File: src/rtl/gpio_share_pkg.sv
package gpio_share_pkg;

  typedef enum logic [2:0] {
    RD_NONE,
    RD_CTL0,
    RD_CTL1,
    RD_DATA,
    RD_DIR,
    RD_EN
  } rdSel_t;

  // Strobes from the decode side to the register side
  typedef struct packed {
    logic   wrCtl0;
    logic   wrCtl1;
    logic   wrData;
    logic   wrDir;
    logic   wrEn;
    logic   wrSet;
    logic   wrClr;
    logic   wrTog;
    logic   applyOut;
    rdSel_t rdSel;
  } gpioStrobe_t;

endpackage

File: src/rtl/gpio_share_ctrl.sv
module gpio_share_ctrl
  import gpio_share_pkg::*;
#(
  parameter int ADDR_W = 8,
  parameter logic [ADDR_W-1:0] BASE_ADDR = 8'h73
) (
  input  logic              clk,
  input  logic              rstN,
  input  logic [ADDR_W-1:0] regAddr,
  input  logic              wrEn,
  input  logic              runMode,
  input  logic              convDone,
  output gpioStrobe_t       strb
);

  localparam int SPAN = 8;

  logic [ADDR_W-1:0] offs;
  logic              hit;

  assign offs = regAddr - BASE_ADDR;
  assign hit  = (regAddr >= BASE_ADDR) && (int'(offs) < SPAN);

  always_comb begin
    strb = '0;
    strb.rdSel = RD_NONE;
    // Staged levels move to the pads on a conversion, or freely in stop mode
    strb.applyOut = convDone | ~runMode;
    if (hit) begin
      unique case (int'(offs))
        0: begin strb.rdSel = RD_CTL0; strb.wrCtl0 = wrEn; end
        1: begin strb.rdSel = RD_CTL1; strb.wrCtl1 = wrEn; end
        2: begin strb.rdSel = RD_DATA; strb.wrData = wrEn; end
        3: begin strb.rdSel = RD_DIR;  strb.wrDir  = wrEn; end
        4: begin strb.rdSel = RD_EN;   strb.wrEn   = wrEn; end
        5: begin strb.rdSel = RD_DATA; strb.wrSet  = wrEn; end
        6: begin strb.rdSel = RD_DATA; strb.wrClr  = wrEn; end
        7: begin strb.rdSel = RD_DATA; strb.wrTog  = wrEn; end
        default: strb.rdSel = RD_NONE;
      endcase
    end
  end

  AST_ONE_REG_PER_WRITE: assert property (@(posedge clk) disable iff (!rstN)
    $onehot0({strb.wrCtl0, strb.wrCtl1, strb.wrData, strb.wrDir,
              strb.wrEn, strb.wrSet, strb.wrClr, strb.wrTog}));

  AST_NO_WRITE_WITHOUT_STROBE: assert property (@(posedge clk) disable iff (!rstN)
    !wrEn |-> !(strb.wrData | strb.wrSet | strb.wrClr | strb.wrTog));

endmodule

File: src/rtl/gpio_share_dp.sv
module gpio_share_dp
  import gpio_share_pkg::*;
#(
  parameter int PORTS      = 8,
  parameter int CNT_W      = 4,
  parameter int FIRST_ELEC = 4
) (
  input  logic             clk,
  input  logic             rstN,
  input  gpioStrobe_t      strb,
  input  logic [PORTS-1:0] wrData,
  input  logic             runMode,
  input  logic             convDone,
  input  logic [CNT_W-1:0] electrodeCount,
  input  logic [PORTS-1:0] padIn,
  output logic [PORTS-1:0] rdData,
  output logic [PORTS-1:0] padOe,
  output logic [PORTS-1:0] padOut,
  output logic [PORTS-1:0] padPullUp,
  output logic [PORTS-1:0] padPullDown,
  output logic [PORTS-1:0] padOdHigh,
  output logic [PORTS-1:0] padOdLow
);

  logic [PORTS-1:0] ctl0R, ctl1R, dirR, enR, dataR;
  logic [PORTS-1:0] driveLvl;
  logic [PORTS-1:0] syncA, syncB, inLatch;
  logic [PORTS-1:0] inMode, outMode;
  logic [PORTS-1:0] dataView;

  // Register file and staged output level
  always_ff @(posedge clk or negedge rstN) begin
    if (!rstN) begin
      ctl0R    <= '0;
      ctl1R    <= '0;
      dirR     <= '0;
      enR      <= '0;
      dataR    <= '0;
      driveLvl <= '0;
    end else begin
      if (strb.wrCtl0) ctl0R <= wrData;
      if (strb.wrCtl1) ctl1R <= wrData;
      if (strb.wrDir)  dirR  <= wrData;
      if (strb.wrEn)   enR   <= wrData;
      if (strb.wrData)     dataR <= wrData;
      else if (strb.wrSet) dataR <= dataR | wrData;
      else if (strb.wrClr) dataR <= dataR & ~wrData;
      else if (strb.wrTog) dataR <= dataR ^ wrData;
      if (strb.applyOut) driveLvl <= dataR;
    end
  end

  // Pad input: two synchronizing flops, then a latch held while not an input
  always_ff @(posedge clk or negedge rstN) begin
    if (!rstN) begin
      syncA   <= '0;
      syncB   <= '0;
      inLatch <= '0;
    end else begin
      syncA <= padIn;
      syncB <= syncA;
      for (int b = 0; b < PORTS; b++) begin
        if (inMode[b]) inLatch[b] <= syncB[b];
      end
    end
  end

  for (genvar i = 0; i < PORTS; i++) begin : gPin
    logic elecSel, active, odH, odL;

    assign elecSel = int'(electrodeCount) > (FIRST_ELEC + i);
    assign active  = enR[i] & ~(runMode & elecSel);
    assign inMode[i]  = active & ~dirR[i];
    assign outMode[i] = active & dirR[i];
    assign odH = outMode[i] & ctl0R[i] & ctl1R[i];
    assign odL = outMode[i] & ctl0R[i] & ~ctl1R[i];

    assign padPullUp[i]   = inMode[i] & ctl0R[i] & ctl1R[i];
    assign padPullDown[i] = inMode[i] & ctl0R[i] & ~ctl1R[i];
    assign padOdHigh[i]   = odH;
    assign padOdLow[i]    = odL;
    assign padOut[i]      = outMode[i] & driveLvl[i];
    assign padOe[i]       = outMode[i] & (odH ? driveLvl[i] :
                                          odL ? ~driveLvl[i] : 1'b1);

    AST_DISABLED_PAD_IDLE: assert property (@(posedge clk) disable iff (!rstN)
      !enR[i] |-> !(padOe[i] | padOut[i] | padPullUp[i] | padPullDown[i] |
                    padOdHigh[i] | padOdLow[i]));

    AST_ELECTRODE_WINS: assert property (@(posedge clk) disable iff (!rstN)
      (runMode && (int'(electrodeCount) > FIRST_ELEC + i)) |->
        !(padOe[i] | padPullUp[i] | padPullDown[i] | padOdHigh[i] | padOdLow[i]));

    AST_NO_PULL_ON_OUTPUT: assert property (@(posedge clk) disable iff (!rstN)
      dirR[i] |-> !(padPullUp[i] | padPullDown[i]));

    AST_INPUT_NEVER_DRIVES: assert property (@(posedge clk) disable iff (!rstN)
      !dirR[i] |-> !(padOe[i] | padOdHigh[i] | padOdLow[i]));

    AST_OD_HIGH_ONLY_SOURCES: assert property (@(posedge clk) disable iff (!rstN)
      (padOdHigh[i] && padOe[i]) |-> padOut[i]);

    AST_OD_LOW_ONLY_SINKS: assert property (@(posedge clk) disable iff (!rstN)
      (padOdLow[i] && padOe[i]) |-> !padOut[i]);
  end

  assign dataView = (dataR & ~inMode) | (inLatch & inMode);

  always_comb begin
    unique case (strb.rdSel)
      RD_CTL0: rdData = ctl0R;
      RD_CTL1: rdData = ctl1R;
      RD_DATA: rdData = dataView;
      RD_DIR:  rdData = dirR;
      RD_EN:   rdData = enR;
      default: rdData = '0;
    endcase
  end

  AST_HOLD_BETWEEN_CONVERSIONS: assert property (@(posedge clk) disable iff (!rstN)
    (runMode && !convDone) |=> $stable(driveLvl));

  AST_SET_MASK: assert property (@(posedge clk) disable iff (!rstN)
    strb.wrSet |=> ((dataR & $past(wrData)) == $past(wrData)));

  AST_CLR_MASK: assert property (@(posedge clk) disable iff (!rstN)
    strb.wrClr |=> ((dataR & $past(wrData)) == '0));

  AST_TOG_KEEPS_ZEROS: assert property (@(posedge clk) disable iff (!rstN)
    strb.wrTog |=> ((dataR & ~$past(wrData)) == ($past(dataR) & ~$past(wrData))));

endmodule

File: src/rtl/gpio_share_ctl.sv
module gpio_share_ctl
  import gpio_share_pkg::*;
#(
  parameter int PORTS      = 8,
  parameter int ADDR_W     = 8,
  parameter int CNT_W      = 4,
  parameter int FIRST_ELEC = 4,
  parameter logic [ADDR_W-1:0] BASE_ADDR = 8'h73
) (
  input  logic              clk,
  input  logic              rstN,
  input  logic [ADDR_W-1:0] regAddr,
  input  logic [PORTS-1:0]  wrData,
  input  logic              wrEn,
  output logic [PORTS-1:0]  rdData,
  input  logic              runMode,
  input  logic              convDone,
  input  logic [CNT_W-1:0]  electrodeCount,
  input  logic [PORTS-1:0]  padIn,
  output logic [PORTS-1:0]  padOe,
  output logic [PORTS-1:0]  padOut,
  output logic [PORTS-1:0]  padPullUp,
  output logic [PORTS-1:0]  padPullDown,
  output logic [PORTS-1:0]  padOdHigh,
  output logic [PORTS-1:0]  padOdLow
);

  gpioStrobe_t strb;

  gpio_share_ctrl #(
    .ADDR_W(ADDR_W), .BASE_ADDR(BASE_ADDR)
  ) u_ctrl (
    .clk(clk), .rstN(rstN), .regAddr(regAddr), .wrEn(wrEn),
    .runMode(runMode), .convDone(convDone), .strb(strb)
  );

  gpio_share_dp #(
    .PORTS(PORTS), .CNT_W(CNT_W), .FIRST_ELEC(FIRST_ELEC)
  ) u_dp (
    .clk(clk), .rstN(rstN), .strb(strb), .wrData(wrData),
    .runMode(runMode), .convDone(convDone), .electrodeCount(electrodeCount),
    .padIn(padIn), .rdData(rdData), .padOe(padOe), .padOut(padOut),
    .padPullUp(padPullUp), .padPullDown(padPullDown),
    .padOdHigh(padOdHigh), .padOdLow(padOdLow)
  );

endmodule

File: config.mk
export PLATFORM = sky130hd
export DESIGN_NAME = gpio_share_ctl
export DESIGN_NICKNAME = d
export VERILOG_FILES = /design/src/rtl/gpio_share_pkg.sv /design/src/rtl/gpio_share_ctrl.sv /design/src/rtl/gpio_share_dp.sv /design/src/rtl/gpio_share_ctl.sv
export SDC_FILE = /design/constraint.sdc
export NUM_CORES = 1
export LEC_CHECK = 0
export ABC_AREA = 0
export BUFFER_PORTS_ARGS = -buffer_cell sky130_fd_sc_hd__buf_2
export CAP_MARGIN = 5
export CORE_MARGIN = 3
export CORE_UTILIZATION = 53
export CTS_CLUSTER_SIZE = 8
export DETAILED_ROUTE_END_ITERATION = 8
export PLACE_DENSITY = 0.78
export SLEW_MARGIN = 30
export SYNTH_ARGS = -nofsm -noshare
export SYNTH_HDL_FRONTEND = slang
export SYNTH_SLANG_ARGS = --single-unit
File: constraint.sdc
create_clock -name clk -period 3 [get_ports clk]
set_clock_uncertainty 0.15 [all_clocks]
set_input_delay 0.3 -clock clk [delete_from_list [all_inputs] [get_ports clk]]
set_output_delay 0.3 -clock clk [all_outputs]
set_load 0.05 [all_outputs]
# ---- Word level (Yosys, flattened, before mapping)
# Index checks and enable logic that the tools add are counted.
dict set report word_totals {
  ram_bits 0
  latch_bits 0
  rom_bits 0
  output_inout_bits 56
  n_memories 0
  ff_bits 72
  inputBits 33
}
dict set report op_classes {
  n_mul 0
  shift 0
  mux 32
  addsub 1
  reduce_logical 4
  bitwise_logic 138
  div_mod_pow 0
  n_eq_ne 12
  n_lt_le_gt_ge 10
}
# cell count
set ops {}
lappend ops {{1-bit AND} 96}
lappend ops {{8-bit two-way mux} 5}
lappend ops {{8-bit case mux with 5 select lines} 1}
lappend ops {{1-bit NOT} 33}
lappend ops {{8-bit by 3-bit equality test with 1-bit output (second input constant)} 4}
lappend ops {{8-bit AND} 3}
lappend ops {{1-bit two-way mux} 24}
lappend ops {{8-bit by 2-bit equality test with 1-bit output (second input constant)} 2}
lappend ops {{4-bit by 3-bit greater-than comparator with 1-bit output (second input constant)} 4}
lappend ops {{4-bit greater-than comparator (second input constant)} 4}
lappend ops {{8-bit NOT} 2}
lappend ops {{8-bit bitwise OR} 2}
lappend ops {{3-bit case mux with 5 select lines} 1}
lappend ops {{8-bit by 1-bit equality test with 1-bit output (second input constant)} 1}
lappend ops {{8-bit by 7-bit >= comparator with 1-bit output (second input constant)} 1}
lappend ops {{8-bit logical NOT} 1}
lappend ops {{8-bit by 4-bit less-than comparator with 1-bit output (second input constant)} 1}
lappend ops {{8-bit by 7-bit subtractor with 8-bit output (second input constant)} 1}
lappend ops {{8-bit bitwise XOR} 1}
lappend ops {{3-bit by 2-bit equality test with 1-bit output (second input constant)} 2}
lappend ops {{3-bit equality test (second input constant)} 2}
lappend ops {{4-bit nonzero test} 1}
lappend ops {{4-bit OR reduction} 1}
lappend ops {{3-bit by 1-bit equality test with 1-bit output (second input constant)} 1}
lappend ops {{3 further kinds} 3}

# ---- Logic depth before layout (Yosys ltp)
dict set report depth {
  depth_word 10
  depth_mapped 6
  ltp_nobuf 6
}

# ---- Hierarchy
# Synthesis repeated with hierarchy kept, for this count alone.
dict set report hier_totals {
  cells_unflattened 426
  area_unflattened_um2 4294.1
}
# mod area_each_um2 instances cells_per_inst
set modules_own_cells {}
lappend modules_own_cells {gpio_share_dp 4086.4 1 398}
lappend modules_own_cells {gpio_share_ctrl 207.7 1 28}

# ---- Worst setup path after synthesis
# OpenSTA, ideal clock, no wires.
dict set report synth_path {
  path_type {input to output}
  start {input regAddr[3]}
  end {output rdData[7]}
  path_slack_ps 619
  arrival_ps 1931
  path_stages 5
  path_buffers 1
  path_cell_list {and3b_1 > buf_1 > or2_2 > nand3_1 > o221ai_1}
}
dict set report synth_between {
  elab_chain_len 7
  word_cells_on_any_way 21
  classes_between {1 x add/sub; 2 x order compare; 12 x eq/ne; 3 x mux; 3 x reduce/logical}
}
# item line_no
set synth_rtl {}
lappend synth_rtl {{from (decl)} gpio_share_ctl.sv:12} ;# input logic [ADDR_W-1:0] regAddr,
lappend synth_rtl {{8-bit by 7-bit subtractor with 8-bit output} gpio_share_ctrl.sv:21} ;# assign offs = regAddr - BASE_ADDR;
lappend synth_rtl {{8-bit by 2-bit equality test with 1-bit output or 8-bit by 3-bit equality test with 1-bit output (tied branches)} gpio_share_ctrl.sv:30} ;# unique case (int'(offs))
lappend synth_rtl {{4-bit OR reduction (no line)} -}
lappend synth_rtl {{3-bit case mux with 5 select lines} gpio_share_ctrl.sv:30}
lappend synth_rtl {{3-bit two-way mux *} gpio_share_ctrl.sv:29} ;# if (hit) begin
lappend synth_rtl {{3-bit equality test (tied with other cells)} gpio_share_dp.sv:110} ;# unique case (strb.rdSel)
lappend synth_rtl {{8-bit case mux with 5 select lines *} gpio_share_dp.sv:110}
lappend synth_rtl {{to (decl)} gpio_share_ctl.sv:15} ;# output logic [PORTS-1:0] rdData,
# Every way passes the cells marked *; elsewhere a longest branch is shown, timed or not.

# ---- Final worst setup path
dict set report layout_path {
  start {register u_dp.enR[1]}
  end {output rdData[1]}
}
dict set report layout_between {
  elab_chain_len 6
  word_cells_on_any_way 7
  classes_between {1 x mux; 6 x bitwise}
}
# item line_no
set layout_rtl {}
lappend layout_rtl {{from (decl)} gpio_share_dp.sv:25} ;# logic [PORTS-1:0] ctl0R, ctl1R, dirR, enR, dataR;
lappend layout_rtl {{from (signal assigned)} gpio_share_dp.sv:44} ;# if (strb.wrEn) enR <= wrData;
lappend layout_rtl {{1-bit AND} gpio_share_dp.sv:72} ;# assign active = enR[i] & ~(runMode & elecSel);
lappend layout_rtl {{1-bit AND} gpio_share_dp.sv:73} ;# assign inMode[i] = active & ~dirR[i];
lappend layout_rtl {{8-bit NOT} gpio_share_dp.sv:107} ;# assign dataView = (dataR & ~inMode) | (inLatch & inMode);
lappend layout_rtl {{8-bit AND} gpio_share_dp.sv:107}
lappend layout_rtl {{8-bit bitwise OR} gpio_share_dp.sv:107}
lappend layout_rtl {{8-bit case mux with 5 select lines *} gpio_share_dp.sv:110}
# Marked as above.

==> flow_metrics.env <==
export IMPL_tritoncts="built"
export IMPL_min_to="u_dp.ctl1R[0]$_DFFE_PN0P_"
export IMPL_synth_nets=461
export IMPL_finalNetCount=556
export IMPL_drv_slew=0
export IMPL_dr_total_vias=3552
export IMPL_ios=89
export IMPL_routed_wl_um=11000
export IMPL_core_um2=7410
export IMPL_synth_edf_count=0
export IMPL_clock_sinks=72
export IMPL_layout_min_cycle_time_ns=2.34
export IMPL_hold_path_depth=2
export IMPL_place_port_buffers=88
export IMPL_start_util_pct=56.0
export IMPL_crit_chain="nor2b_1 -> o21ai_0 -> mux2i_1 -> o221ai_1 -> buf_2"
export IMPL_drt_pass1_iter_count=5
export IMPL_drtAntennaViolNets=0
export IMPL_worstSetupPathType="flip-flop to output pin"
export IMPL_clock_path_buffers=2
export IMPL_cts_root_buf="clkbuf_8"
export IMPL_insertion_delay_ns=0.35
export IMPL_cp_buffers_inverters=1
export IMPL_h_tree_depth=3
export IMPL_fin_crit_sh_pct=78.1
export IMPL_avgSynthCellArea_um2=10.1
export IMPL_rsz0062_at_grt="false"
export IMPL_clk_pin_slew_ns=0.07
export IMPL_synth_ff_type="dfrtp_1"
export IMPL_intPower_mw=1.54
export IMPL_dr_first_iter_drc_count=286
export IMPL_yosysSeqAreaShare_pct=43.4
export IMPL_via_per_inst=5.83
export IMPL_r2r_end="u_dp.dataR[7]$_DFFE_PN0P_"
export IMPL_vdd_drop_max_v=0.000248
export IMPL_async_reset_ff_share_pct=100
export IMPL_switching_share_pct=28.0
export IMPL_ctsHoldBuffers=9
export IMPL_wl_per_cell_um=18.0
export IMPL_rr_startpoint="u_dp.dataR[7]$_DFFE_PN0P_"
export IMPL_maxCapViolations=0
export IMPL_power_leakage_nw=2.52
export IMPL_gp_congestion=0.905
export IMPL_die_h_um=94.5
export IMPL_synthCells=412
export IMPL_multi_input_area_um2=2060
export IMPL_cp_slowest_cell="dfrtp_1"
export IMPL_setup_violations_final=0
export IMPL_critPathCaptureType="output pin"
export IMPL_yosys_warnings=0
export IMPL_netlist_area_um2=4150
export IMPL_hpwl_um=7890
export IMPL_fin_ws_ns=0.658
export IMPL_rrSetupSlack_ns=1.50
export IMPL_cp_top_family="compound AO/OA/AOI/OAI gates"
export IMPL_cts_buffers=9
export IMPL_layout_drive_gt1_share_pct=32.4
export IMPL_diodes=0
export IMPL_startpoint_type="flip-flop"
export IMPL_detailedPlace_worstSlack_ns=0.686
export IMPL_cts_setup_buffers=0
export IMPL_grt_use_total_pct=26.0
export IMPL_power_share_clock_pct=30.3
export IMPL_fill_cells=606
export IMPL_switchingPower_mw=0.598
export IMPL_finalHoldViolations=0
export IMPL_grt_pass1_vias=3479
export IMPL_crit_path_max_fanout=4
export IMPL_grt_overflow=0
export IMPL_power_mw=2.14
export IMPL_antenna_found_initial=0
export IMPL_cpPeakStageDelay_ns=0.42
export IMPL_fmax_mhz=427
export IMPL_hp_class="input port to flip-flop"
export IMPL_worstMarginPinSlew_ns=0.920
export IMPL_register_area_um2=1800
export IMPL_fin_tns_setup_ns=0
export IMPL_fp_dieArea_um2=8920
export IMPL_status="complete, no violations"
export IMPL_grt_start_max_net_pins=45
export IMPL_rows=31
export IMPL_pwr_share_seq_pct=53.2
export IMPL_slew_headroom_pct=38.5
export IMPL_drcViolationCount=0
export IMPL_ctsResizeCount=0
export IMPL_combPwrFrac_pct=16.5
export IMPL_cp_arrival_ns=1.89
export IMPL_synth_cell_type_count=42
export IMPL_grt_first_pass_wirelength_um=17600
export IMPL_pwr_density_cell_nw_per_um2=436
export IMPL_hold_start="wrData[0]"
export IMPL_cp_data_required_time_ns=2.55
export IMPL_synth_seq_cells=72
export IMPL_synthToLayoutAreaGrowth_pct=18.3
export IMPL_ff2ff_path_depth=5
export IMPL_die_w_um=94.5
-- worst register-to-register path: stages, from the launching register on --
cell      delay, ns
dfrtp_1        0.37
inv_1          0.08
ha_1           0.19
a221oi_1       0.32
o22ai_1        0.15
a22oi_1        0.15
-- through the flow --
| stage | hold slack (ns) | instances | instance area [µm²] | util, % |
|---|---|---|---|---|
| 4_1_cts | 0.103 | 609 | 4910 | 66.2 |
| 6_report | 0.109 | 609 | 4910 | 66.2 |
| 3_5_place_dp | 0.186 | 586 | 4660 | 62.9 |
| 3_3_place_gp | 0.182 | 586 | 4660 | 62.9 |
| 5_1_grt | 0.0985 | 609 | 4910 | 66.2 |
| 2_1_floorplan | -0.146 | 412 | 4150 | - |
-- power groups by stage --
| stage | combinational [mW] | clock (mW) | sequential, mW |
|---|---|---|---|
| 2_1_floorplan | 0.226 | 0 | 1.13 |
| 3_3_place_gp | 0.328 | 0 | 1.15 |
| 3_5_place_dp | 0.341 | 0 | 1.15 |
| 4_1_cts | 0.354 | 0.654 | 1.13 |
| 5_1_grt | 0.396 | 0.697 | 1.15 |
| 6_report | 0.353 | 0.647 | 1.14 |
-- synthesized netlist by cell type (9+ instances only) --
library cell	number	area share, %
mux2i_1	11	2.7
clkbuf_1	9	0.81
nor2b_1	10	1.5
inv_1	26	2.4
ha_1	16	4.8
o21ai_0	12	1.4
nand2b_1	11	1.7
buf_4	16	2.9
o22ai_1	10	1.5
nor2_1	49	4.4
nand2_1	24	2.2
a21oi_1	19	2.3
mux2_2	45	12
dfrtp_1	72	43
a22oi_1	13	2.4
-- layout make-up --
class                           count  area share (%)
Clock inverter                      1           0.102
Inverter                           26            1.99
Timing Repair Buffer              114            13.7
Multi-Input combinational cell    284            42.0
Clock buffer                       13            3.03
Sequential cell                    72            36.7
Tap cell                           99            2.52
-- flip-flops by register name (all words and copies together), names as in the netlist --
| register | flops |
|---|---|
| u_dp.dataR | 8 |
| u_dp.syncB | 8 |
| u_dp.enR | 8 |
| u_dp.ctl1R | 8 |
| u_dp.inLatch | 8 |
| u_dp.dirR | 8 |
| u_dp.syncA | 8 |
| u_dp.driveLvl | 8 |
| u_dp.ctl0R | 8 |
-- cell usage in the layout (no fill, tap or decap), types with 13 or more instances in the layout --
master	n
buf_2	88
dfrtp_1	72
nor2_1	49
mux2_2	45
inv_1	26
nand2_1	24
a21oi_1	19
ha_1	16
buf_4	16
a22oi_1	13
-- cell families (layout without fill, tap and decap cells) --
| group | count (synthesis) | count (layout) | share of synthesized area, % |
|---|---|---|---|
| and+or+nand+nor | 122 | 122 | 15.0 |
| AOI/OAI and AO/OA | 82 | 82 | 13.2 |
| DFF | 72 | 72 | 43.4 |
| muxes | 56 | 56 | 14.9 |
| buffers and inverters | 56 | 154 | 6.94 |
| adders and majority gates | 16 | 16 | 4.83 |
| xor gates and xnor gates | 8 | 8 | 1.69 |
-- metal layers --
layer | part of all wire, % | vias to the layer above | GRT usage, %
met5 | 0 | - | 0
met4 | 2.3 | 0 | 10.9
met3 | 7.0 | 25 | 5.18
met2 | 50 | 148 | 44.3
met1 | 41 | 1746 | 32.4
li1 | - | 1633 | -
-- worst max path at each step --
stage                             from  cells past startpoint         to
6_report       u_dp.enR[1]$_DFFE_PN0P_                      5  rdData[1]
5_1_grt        u_dp.enR[1]$_DFFE_PN0P_                      5  rdData[1]
4_1_cts        u_dp.enR[1]$_DFFE_PN0P_                      5  rdData[1]
3_5_place_dp                   runMode                      6  rdData[6]
3_3_place_gp         electrodeCount[1]                      7  rdData[4]
2_1_floorplan               regAddr[3]                      5  rdData[7]
(Power assumes the default switching activity.)
